<file path="src/rtl/nor_cmd_pkg.sv">
package nor_cmd_pkg;

  typedef enum logic [2:0] {
    SQ_IDLE,
    SQ_KEY1,
    SQ_KEY2,
    SQ_PGM,
    SQ_ERS1,
    SQ_ERS2,
    SQ_ERS3
  } seq_e;

  typedef enum logic [1:0] {
    OP_PGM  = 2'd0,
    OP_SECT = 2'd1,
    OP_CHIP = 2'd2
  } op_e;

  localparam logic [14:0] ADR_KEY_A = 15'h5555;
  localparam logic [14:0] ADR_KEY_B = 15'h2AAA;

  localparam logic [7:0] DAT_KEY_A  = 8'hAA;
  localparam logic [7:0] DAT_KEY_B  = 8'h55;
  localparam logic [7:0] DAT_PGM    = 8'hA0;
  localparam logic [7:0] DAT_ERS    = 8'h80;
  localparam logic [7:0] DAT_SECT   = 8'h30;
  localparam logic [7:0] DAT_CHIP   = 8'h10;

endpackage

</file>
<file path="src/rtl/nor_op_engine.sv">
module nor_op_engine
  import nor_cmd_pkg::*;
#(
  parameter int PGM_CYC = 12,
  parameter int ERS_CYC = 40,
  parameter int IDX_W   = 6,
  parameter int SECT_W  = 3
) (
  input  logic              clk,
  input  logic              rst_n,
  input  logic              start,
  input  op_e               start_op,
  input  logic [IDX_W-1:0]  start_idx,
  input  logic [7:0]        start_data,
  input  logic [SECT_W-1:0] start_sect,
  output logic              busy,
  output logic              done,
  output op_e               op_q,
  output logic [IDX_W-1:0]  idx_q,
  output logic [7:0]        data_q,
  output logic [SECT_W-1:0] sect_q
);

  localparam int MAXC  = (PGM_CYC > ERS_CYC) ? PGM_CYC : ERS_CYC;
  localparam int CNT_W = $clog2(MAXC + 1);

  logic [CNT_W-1:0] cnt_q, cnt_d;
  logic             busy_q, busy_d;

  assign done = busy_q && (cnt_q == '0);
  assign busy = busy_q;

  always_comb begin
    busy_d = busy_q;
    cnt_d  = cnt_q;
    if (start) begin
      busy_d = 1'b1;
      cnt_d  = (start_op == OP_PGM) ? CNT_W'(PGM_CYC - 1) : CNT_W'(ERS_CYC - 1);
    end else if (busy_q) begin
      if (cnt_q == '0) busy_d = 1'b0;
      else             cnt_d  = cnt_q - 1'b1;
    end
  end

  always_ff @(posedge clk or negedge rst_n) begin
    if (!rst_n) begin
      busy_q <= 1'b0;
      cnt_q  <= '0;
    end else begin
      busy_q <= busy_d;
      cnt_q  <= cnt_d;
    end
  end

  always_ff @(posedge clk or negedge rst_n) begin
    if (!rst_n) begin
      op_q   <= OP_PGM;
      idx_q  <= '0;
      data_q <= '0;
      sect_q <= '0;
    end else if (start) begin
      op_q   <= start_op;
      idx_q  <= start_idx;
      data_q <= start_data;
      sect_q <= start_sect;
    end
  end

  // no new command while one is running
  p_no_restart_r11: assert property (@(posedge clk) disable iff (!rst_n)
    start |-> !busy_q);

  // countdown stays inside the window of the running operation
  p_cnt_window_r8: assert property (@(posedge clk) disable iff (!rst_n)
    busy_q |-> ((op_q == OP_PGM) ? (cnt_q < CNT_W'(PGM_CYC)) : (cnt_q < CNT_W'(ERS_CYC))));

  // busy rises only after an accepted command
  p_rise_start_r8: assert property (@(posedge clk) disable iff (!rst_n)
    $rose(busy_q) |-> $past(start));

endmodule

</file>
<file path="config.mk">
export PLATFORM = sky130hd
export DESIGN_NAME = nor_op_engine
export DESIGN_NICKNAME = d
export VERILOG_FILES = /design/src/rtl/nor_cmd_pkg.sv /design/src/rtl/nor_op_engine.sv
export SDC_FILE = /design/constraint.sdc
export NUM_CORES = 1
export LEC_CHECK = 0
export ABC_AREA = 1
export ABC_CLOCK_PERIOD_IN_PS = 1800
export CAP_MARGIN = 25
export CORE_ASPECT_RATIO = 1.75
export CORE_MARGIN = 2
export CORE_UTILIZATION = 40
export CTS_BUF_LIST = sky130_fd_sc_hd__clkbuf_8
export DETAILED_ROUTE_END_ITERATION = 7
export PLACE_DENSITY = 0.73
export SETUP_SLACK_MARGIN = 0.4
export SYNTH_ARGS = -nofsm -noshare
export SYNTH_HDL_FRONTEND = slang
export SYNTH_SLANG_ARGS = --single-unit
</file>
<file path="constraint.sdc">
create_clock -name clk -period 1.8 [get_ports clk]
set_input_delay 0.36 -clock clk [delete_from_list [all_inputs] [get_ports clk]]
set_output_delay 0.36 -clock clk [all_outputs]
set_load 0.03 [all_outputs]
</file>
==> flow_summary_export.csv <==
group,metric,value,unit
sta,max_slew_margin,0.781,
die,initial_utilization,0.423,
drt,first_iter_violations,8,
setup_path,critPathSlowestCell,"dfrtp_1",
sta,worst_clock_skew,0.00126,ns
drt,wirelength,2610,microns
setup_path,crit_family,"flip-flops",
cts,cts_max_level,1,
sta,fin_crit_sh,0.876,
pwr,combPwrFrac,0.244,
cts,cts_tree,"built",
logic_synthesis,seq_area_frac_synth,0.559,
die,core_area,2750,sq um
setup_path,critPathKind,"reg2out",
pwr,power.switching,0.411,mW
setup_path,critical_path_required,1.44,ns
final_layout,syn_to_final_growth,44.7,%
hold_path,hold_class,"in2async",
cts,cts_hold_buf,0,
setup_path,critPathArrivalTime,1.22,ns
pwr,p_int,0.968,mW
sta,rsz0062_at_grt,"true",
sta,tightest_slew,0.328,ns
pwr,seq_power_share,0.488,
cts,numClockSinks,26,
drt,viasPerCell,4.93,
flow_run,cap_violations,0,
sta,setup_ws,0.224,ns
logic_synthesis,ys_warn_count,0,
global_routing,grt_pass1_wl,4520,microns
final_layout,drive_gt1_frac,0.231,
final_layout,multi_input_area,497,sq um
sta,fmax,0.635,GHz
logic_synthesis,ys_types,20,
cts,cts_max_path_buffers,2,
logic_synthesis,synth_cells,137,
cts,path_clk_slew,0.08,ns
drt,ant_nets,0,
sta,period_needed,1.58,ns
sta,finalSetupTns,0,ns
final_layout,num-fill-cells,248,
setup_path,start_kind,"flip-flop",
final_layout,regArea,653,sq um
drt,num_vias,1051,
setup_path,cp-end-kind,"primary output",
logic_synthesis,synth.top_cell.area_share,0.559,
global_routing,antenna_found_initial,0,
die,io_pins,43,
cts,root_buffer,"clkbuf_8",
pwr,p_sw_frac,0.298,
die,die_h,75.4,microns
die,placementRows,25,
sta,hold_ws,0.446,ns
global_routing,grt_usage,0.179,
cts,insertion_delay,0.27,ns
cts,numCtsBuffers,3,
logic_synthesis,syn_area,1160,sq um
drt,wire_per_inst,12.3,microns
drt,drc,0,
final_layout,instances_no_fill,213,
pwr,pwr-share-clk,0.268,
drt,firstDrtPassIters,4,
final_layout,n_antenna_cell,0,
pwr,leakagePower,0.871,nW
final_layout,fin_nets,211,
setup_path,critPathMaxStageDelay,0.43,ns
die,dieArea,3380,sq um
logic_synthesis,synth_area_leaders,"dfrtp_1 56%, nand2_1 23%, o21ai_2 3.0%, ha_1 2.1%, inv_1 1.9%",
setup_path,critPathMaxFanout,4,
global_routing,overflow,0,
place,dpl_worst_slack,0.134,ns
outcome,status,"complete, no violations",
setup_path,path_buf_inv,1,
pwr,powerDensity,818,nW/um^2
die,die_x,44.8,microns
place,dpl.hpwl,1980,microns
global_routing,grt_pass1_vias,1052,
setup_path,path_cells,"nor2_2 -> nand3_4 -> nor2_4 -> buf_6",
logic_synthesis,syn_nets,161,
sta,slew_violations,0,
logic_synthesis,yosysTopAreaCell,"dfrtp_1",
place,place.gp.congestion,0.813,
logic_synthesis,syn_area_per_cell,8.50,sq um
sta,setup_viol,0,
pwr,ir_drop,678,uV
place,portBuffers,42,
global_routing,grt_max_degree,27,
logic_synthesis,ys_ff_latch,26,
place,dp_cells,205,
sta,finalHoldViolations,0,
worst paths after layout:
path	startpoint	endpoint	slack [ns]	cells after the start
min reg2reg	sect_q[1]$_DFFE_PN0P_	sect_q[1]$_DFFE_PN0P_	0.47	2
min in group clk	sect_q[1]$_DFFE_PN0P_	sect_q[1]$_DFFE_PN0P_	0.47	2
min	rst_n	data_q[2]$_DFFE_PN0P_	0.45	2
max in group asynchronous	rst_n	cnt_q[2]$_DFFE_PN0P_	1.09	2
max reg2reg	cnt_q[0]$_DFFE_PN0P_	cnt_q[2]$_DFFE_PN0P_	0.48	8
max	cnt_q[5]$_DFFE_PN0P_	done	0.22	4
Yosys cell counts:
cell type	instances
inv_2	2
nor2_1	5
nor2_2	3
dfrtp_1	26
o21ai_2	4
nor3_1	1
a21oi_1	1
buf_4	1
inv_1	6
nand4_1	2
nand3_2	1
o21ai_1	1
o211ai_1	1
nand3_1	3
ha_1	2
nand2_1	71
nand2_4	2
or2_1	1
buf_2	3
a21oi_2	1
flip-flops by register name (all words and copies together), names as in the netlist:
signal,cells
cnt_q,6
sect_q,3
data_q,8
busy,1
op_q,2
idx_q,6
cells by family after synthesis:
kind of cell / Yosys count / share of synthesized area
flops: 26 / 0.559
buf+inv: 12 / 0.0451
compound gates: 8 / 0.0526
simple gates: 89 / 0.322
fa+ha+maj: 2 / 0.0215
stage by stage:
stage	utilization	power [mW]	instance area [sq um]
final	0.612	1.38	1690
after global routing	0.612	1.45	1690
after CTS	0.611	1.37	1680
after detailed placement	0.590	1.02	1620
after global placement	0.590	1.01	1620
after floorplan	-	0.857	1170
cell type report:
class                   count  share of cell area
flip-flops and latches     26               0.388
inverters                   8              0.0178
multi-input cells          99               0.295
clock buffers               4              0.0327
well taps                  27              0.0200
repair buffers             49               0.247
routing by layer:
metal	vias up	wire length, microns	GRT usage
met5	-	0	0
met4	0	52	0.0882
met3	5	89	0.0308
met2	21	1490	0.301
met1	503	983	0.218
li1	522	-	-
cell usage in the layout, fill, tap and decap left out:
master | synthesis | final
a21oi_1 | 1 | 1
a21oi_2 | 1 | 1
buf_2 | 3 | 1
buf_4 | 1 | 7
buf_6 | 0 | 1
clkbuf_2 | 0 | 11
clkbuf_8 | 0 | 4
clkdlybuf4s15_1 | 0 | 8
clkdlybuf4s50_1 | 0 | 20
dfrtp_1 | 26 | 24
dfrtp_2 | 0 | 2
dlymetal6s2s_1 | 0 | 1
ha_1 | 2 | 1
ha_4 | 0 | 1
inv_1 | 6 | 5
inv_2 | 2 | 3
nand2_1 | 71 | 71
nand2_4 | 2 | 2
nand3_1 | 3 | 3
nand3_4 | 0 | 1
nand4_1 | 2 | 2
nor2_1 | 5 | 3
nor2_2 | 3 | 3
nor2_4 | 0 | 2
nor3_1 | 1 | 1
o211ai_1 | 1 | 1
o21ai_1 | 1 | 1
o21ai_2 | 4 | 4
or2_1 | 1 | 1
power by group through the flow:
stage / clock network, mW / logic, mW / registers [mW]
floorplan: 0 / 0.102 / 0.756
global placement: 0 / 0.333 / 0.680
detailed placement: 0 / 0.340 / 0.683
CTS: 0.375 / 0.327 / 0.670
global route: 0.407 / 0.367 / 0.680
finish: 0.370 / 0.336 / 0.673
repair_timing:
| action | 4_1_cts | 5_1_grt |
|---|---|---|
| pin swaps | 0 | 0 |
| resized for setup | 29 | 35 |
| cloned | 0 | 0 |
| endpoints found under the setup margin | 21 | 24 |
| buffers inserted | 2 | 2 |
(Power assumes the default switching activity.)
